<file path="src/rtl/wdg_pkg.sv">
package wdg_pkg;

    localparam int ADDR_W = 16;
    localparam int DATA_W = 8;
    localparam logic [ADDR_W-1:0] SVC_ADDR_DEF = 16'h0FF0;

    typedef struct packed {
        logic              we;
        logic [ADDR_W-1:0] addr;
        logic [DATA_W-1:0] data;
    } wdg_wr_t;

    typedef enum logic [1:0] {
        ACT_HOLD = 2'd0,
        ACT_ZERO = 2'd1,
        ACT_STEP = 2'd2
    } stage_act_e;

    // Clear has priority over a tick; a disabled watchdog is forced to zero.
    function automatic stage_act_e pick_action(input logic en, input logic clr, input logic tk);
        if (!en || clr) return ACT_ZERO;
        if (tk)         return ACT_STEP;
        return ACT_HOLD;
    endfunction

    function automatic logic is_service(input wdg_wr_t wr, input logic [ADDR_W-1:0] svc);
        return wr.we && (wr.addr == svc) && !wr.data[0];
    endfunction

endpackage

</file>
<file path="src/rtl/wdg_svc_decode.sv">
module wdg_svc_decode
    import wdg_pkg::*;
#(
    parameter logic [ADDR_W-1:0] SVC_ADDR = SVC_ADDR_DEF
) (
    input  wdg_wr_t wr,
    output logic    clr
);

    always_comb clr = is_service(wr, SVC_ADDR);

endmodule

</file>
<file path="src/rtl/wdg_div_stage.sv">
module wdg_div_stage
    import wdg_pkg::*;
#(
    parameter int STAGE_W = 3
) (
    input  logic               clk,
    input  logic               rst,
    input  logic               en,
    input  logic               clr,
    input  logic               tick,
    output logic [STAGE_W-1:0] cnt,
    output logic               wrap
);

    localparam logic [STAGE_W-1:0] TOP_VAL = '1;
    localparam logic [STAGE_W-1:0] ONE_VAL = {{(STAGE_W-1){1'b0}}, 1'b1};

    stage_act_e act;

    always_comb begin
        act  = pick_action(en, clr, tick);
        wrap = (act == ACT_STEP) && (cnt == TOP_VAL);
    end

    always_ff @(posedge clk) begin
        if (rst) begin
            cnt <= '0;
        end else begin
            case (act)
                ACT_ZERO: cnt <= '0;
                ACT_STEP: cnt <= cnt + ONE_VAL;
                default:  cnt <= cnt;
            endcase
        end
    end

    AST_TICK_ADVANCES: assert property (@(posedge clk) disable iff (rst)
        (en && tick && !clr) |=> (cnt == $past(cnt) + ONE_VAL));
    AST_CLEAR_BEATS_TICK: assert property (@(posedge clk) disable iff (rst)
        (en && clr) |=> (cnt == '0));
    AST_HELD_WHEN_OFF: assert property (@(posedge clk) disable iff (rst)
        !en |=> (cnt == '0));
    AST_IDLE_KEEPS: assert property (@(posedge clk) disable iff (rst)
        (en && !tick && !clr) |=> $stable(cnt));

endmodule

</file>
<file path="src/rtl/wdg_req_pulse.sv">
module wdg_req_pulse (
    input  logic clk,
    input  logic rst,
    input  logic wrap,
    output logic req
);

    always_ff @(posedge clk) begin
        if (rst) req <= 1'b0;
        else     req <= wrap;
    end

    AST_ONE_CYCLE_REQ: assert property (@(posedge clk) disable iff (rst)
        req |=> !req);

endmodule

</file>
<file path="src/rtl/wdg_tick_watchdog.sv">
module wdg_tick_watchdog
    import wdg_pkg::*;
#(
    parameter int                STAGE_W  = 3,
    parameter logic [ADDR_W-1:0] SVC_ADDR = SVC_ADDR_DEF
) (
    input  logic              clk,
    input  logic              rst,
    input  logic              tick,
    input  logic              wdg_en,
    input  logic              bus_we,
    input  logic [ADDR_W-1:0] bus_addr,
    input  logic [DATA_W-1:0] bus_data,
    output logic              rst_req
);

    localparam logic [STAGE_W-1:0] TOP_VAL = '1;

    wdg_wr_t            wr;
    logic               svc_clr;
    logic [STAGE_W-1:0] stage_cnt;
    logic               stage_wrap;

    always_comb wr = '{we: bus_we, addr: bus_addr, data: bus_data};

    wdg_svc_decode #(.SVC_ADDR(SVC_ADDR)) u_decode (
        .wr  (wr),
        .clr (svc_clr)
    );

    wdg_div_stage #(.STAGE_W(STAGE_W)) u_stage (
        .clk  (clk),
        .rst  (rst),
        .en   (wdg_en),
        .clr  (svc_clr),
        .tick (tick),
        .cnt  (stage_cnt),
        .wrap (stage_wrap)
    );

    wdg_req_pulse u_pulse (
        .clk  (clk),
        .rst  (rst),
        .wrap (stage_wrap),
        .req  (rst_req)
    );

    AST_REQ_FROM_ROLLOVER: assert property (@(posedge clk) disable iff (rst)
        rst_req |-> ($past(stage_cnt) == TOP_VAL && stage_cnt == '0));
    AST_SERVICE_ZEROES: assert property (@(posedge clk) disable iff (rst)
        (bus_we && bus_addr == SVC_ADDR && !bus_data[0]) |=> (stage_cnt == '0));
    AST_OFF_NO_REQ: assert property (@(posedge clk) disable iff (rst)
        !wdg_en |=> !rst_req);

endmodule

</file>
<file path="config.mk">
export PLATFORM = sky130hd
export DESIGN_NAME = wdg_tick_watchdog
export DESIGN_NICKNAME = d
export VERILOG_FILES = /design/src/rtl/wdg_pkg.sv /design/src/rtl/wdg_svc_decode.sv /design/src/rtl/wdg_div_stage.sv /design/src/rtl/wdg_req_pulse.sv /design/src/rtl/wdg_tick_watchdog.sv
export SDC_FILE = /design/constraint.sdc
export NUM_CORES = 1
export LEC_CHECK = 0
export ABC_AREA = 1
export BUFFER_PORTS_ARGS = -buffer_cell sky130_fd_sc_hd__buf_4
export CORE_AREA = 4 4 41 43
export CTS_CLUSTER_SIZE = 12
export DETAILED_ROUTE_END_ITERATION = 7
export DIE_AREA = 0 0 45 47
export SYNTH_ARGS = -nofsm -noshare
export SYNTH_HDL_FRONTEND = slang
export SYNTH_SLANG_ARGS = --single-unit
</file>
<file path="constraint.sdc">
create_clock -name clk -period 1.3 [get_ports clk]
set_input_delay 0.13 -clock clk [delete_from_list [all_inputs] [get_ports clk]]
set_output_delay 0.13 -clock clk [all_outputs]
set_load 0.05 [all_outputs]
</file>
==> results.py <==
metrics = {
    "setup_path": {
        "slowest_stage": "dfxtp_1",
        "max_stage_delay_ns": 0.32,
        "cp.arrival_ns": 1.26,
        "critical_path_class": "reg2reg",
        "critPathBufInv": 0,
        "worstSetupStartpointType": "register",
        "critPathTopFamily": "adder cells",
        "crit_required_ns": 1.46,
        "cp.depth": 4,
        "crit_chain": "ha_1, ha_1, nand4_1, a21oi_1",
        "cp_max_fo": 3,
        "reg2reg_depth": 4,
        "cp-end-kind": "register",
        "crit_top_cell": "ha_1",
    },
    "cts": {
        "clock_path_buffers": 2,
        "htreeDepth": 1,
        "cts_buffers": 3,
        "cts_tree": "yes",
        "cts_hold_buf": 0,
        "cts_resized": 0,
        "post_cts_buffers": 0,
        "clock_latency_ns": 0.23,
        "clkSlewWorstSetupHoldPaths_ns": 0.04,
        "clock-sinks": 4,
        "clockRootBuffer": "clkbuf_4",
    },
    "floorplan": {
        "coreArea_mm2": 0.001301,
        "dieArea_mm2": 0.002115,
        "placementRows": 13,
        "start_util_pct": 18.94,
        "dieHeight_um": 47,
        "boundaryPins": 30,
        "die_w_um": 45,
    },
    "sta": {
        "worst_slack_ns": 0.1998,
        "period_minus_slack_ns": 1.100,
        "finalHoldViolations": 0,
        "worst_slew_pin_slew_ns": 0.1502,
        "skew_ns": 0.002436,
        "holdWs_ns": 0.08098,
        "finalCritPeriodShare_pct": 84.63,
        "slew_violations": 0,
        "slew_headroom_pct": 90.07,
        "finalSetupTns_ns": 0,
        "finalSetupViolations": 0,
        "clock.fmax_mhz": 909.0,
        "rsz0062_at_grt": "false",
    },
    "synthesis": {
        "synth_edf_count": 0,
        "ys_ff_latch": 4,
        "syn_nets": 67,
        "synth-async-reset-ratio_pct": 0,
        "ys_seq_area_share_pct": 32.49,
        "synth_area_um2": 246.5,
        "synthTopCellsByCount": "nand4_1 (7), nor2_1 (7), nand2_1 (5)",
        "yosys-top-cells-area": "dfxtp_1 (32%), nand4_1 (18%), nor2_1 (11%)",
        "ys_warn_count": 0,
        "synth.top_cell.area_share_pct": 32.49,
        "synth_area_leader_cell": "dfxtp_1",
        "synth_area_per_cell_um2": 6.847,
        "syn_inst": 36,
        "yosysUniqueCellTypes": 10,
        "synthFlopType": "dfxtp_1",
    },
    "place": {
        "place_inst": 73,
        "gp_congestion": 0.7098,
        "placed_cell_area_um2": 430.4,
        "dp_slack_ns": 0.2100,
        "portBuffers": 22,
    },
    "global_route": {
        "grt_pass1_wl_um": 1179,
        "grt_pass1_vias": 304,
        "grt_start_max_net_pins": 8,
        "antenna_found_initial": 0,
        "grt_remaining_overflow": 0,
        "grt_usage_pct": 7.918,
    },
    "power": {
        "p_leak_nw": 0.2245,
        "ir_drop_mv": 0.4556,
        "power_density_mw_per_mm2": 764.3,
        "power.total_mw": 0.3462,
    },
    "drt": {
        "remaining_drc_errors": 0,
        "via_count": 330,
        "drtPass1Iterations": 2,
        "wl_per_cell_um": 9.447,
        "drt_iter0_markers": 4,
        "antenna_left": 0,
        "routed_wl_um": 718,
        "viasPerCell": 4.342,
    },
    "cells_and_area": {
        "fin_cells": 76,
        "fin_area_um2": 452.9,
        "area_delta_synth_final_pct": 83.76,
        "fill_cells": 141,
        "diodes": 0,
        "drive_gt1_share_pct": 44.26,
        "final_util_pct": 34.81,
        "nets": 94,
    },
    "hold_path": {
        "hold_class": "in2reg",
        "min_path_cells": 2,
    },
    "run_status": {
        "status": "finished, final reports clean",
    },
    "flow_run": {
        "drv_cap": 0,
    },
}
final timing paths:
path / startpoint / endpoint / slack, ns
hold / removal: rst / u_stage.cnt[0] / 0.08
setup reg to reg: u_stage.cnt[0] / u_stage.cnt[2] / 0.20
hold reg to reg: u_stage.cnt[1] / u_stage.cnt[1] / 0.49
setup / recovery: u_stage.cnt[0] / u_stage.cnt[2] / 0.20
registers in the layout (all words and copies together), names as in the netlist:
register,count
u_stage.cnt,3
u_pulse.req,1
cells in the final DEF (no fill, tap or decap), drive strengths merged:
cell type	n
nand2	6
nand3	2
inv	4
a21oi	3
nand4	7
ha	2
nor2	8
buf	22
dfxtp	4
clkbuf	3
where the power goes:
part | total [mW] | switching [mW] | internal (mW)
Combinational | 0.0670 | 0.0209 | 0.0461
Clock | 0.152 | 0.0490 | 0.103
Sequential | 0.127 | 0.00153 | 0.125
Total | 0.346 | 0.0714 | 0.275
final cells by class:
class                      instances  area (um^2)  share of cell area, %
tap                               15        18.77                  4.144
sequential                         4        80.08                  17.68
inverter                           4        15.01                  3.315
timing repair buffer              22        165.2                  36.46
multi-input combinational         28        151.4                  33.43
clock buffer                       3        22.52                  4.972
cells by family (layout without fill, tap and decap cells):
| family | after synthesis | count (layout) | synth area share (%) |
|---|---|---|---|
| compound gates | 3 | 3 | 6.090 |
| fa+ha+maj | 2 | 2 | 10.15 |
| buf+inv | 4 | 29 | 6.090 |
| flops | 4 | 4 | 32.49 |
| simple gates | 23 | 23 | 45.18 |
per-layer routing:
metal  part of all wire [%]  vias up  GRT usage [%]
li1                       -      175              -
met1                     38      137          8.009
met2                     45       18          12.43
met3                     17        0          5.747
met4                      0        0          3.509
met5                      0        -              0
No activity file was read; power rests on OpenSTA's default activity.
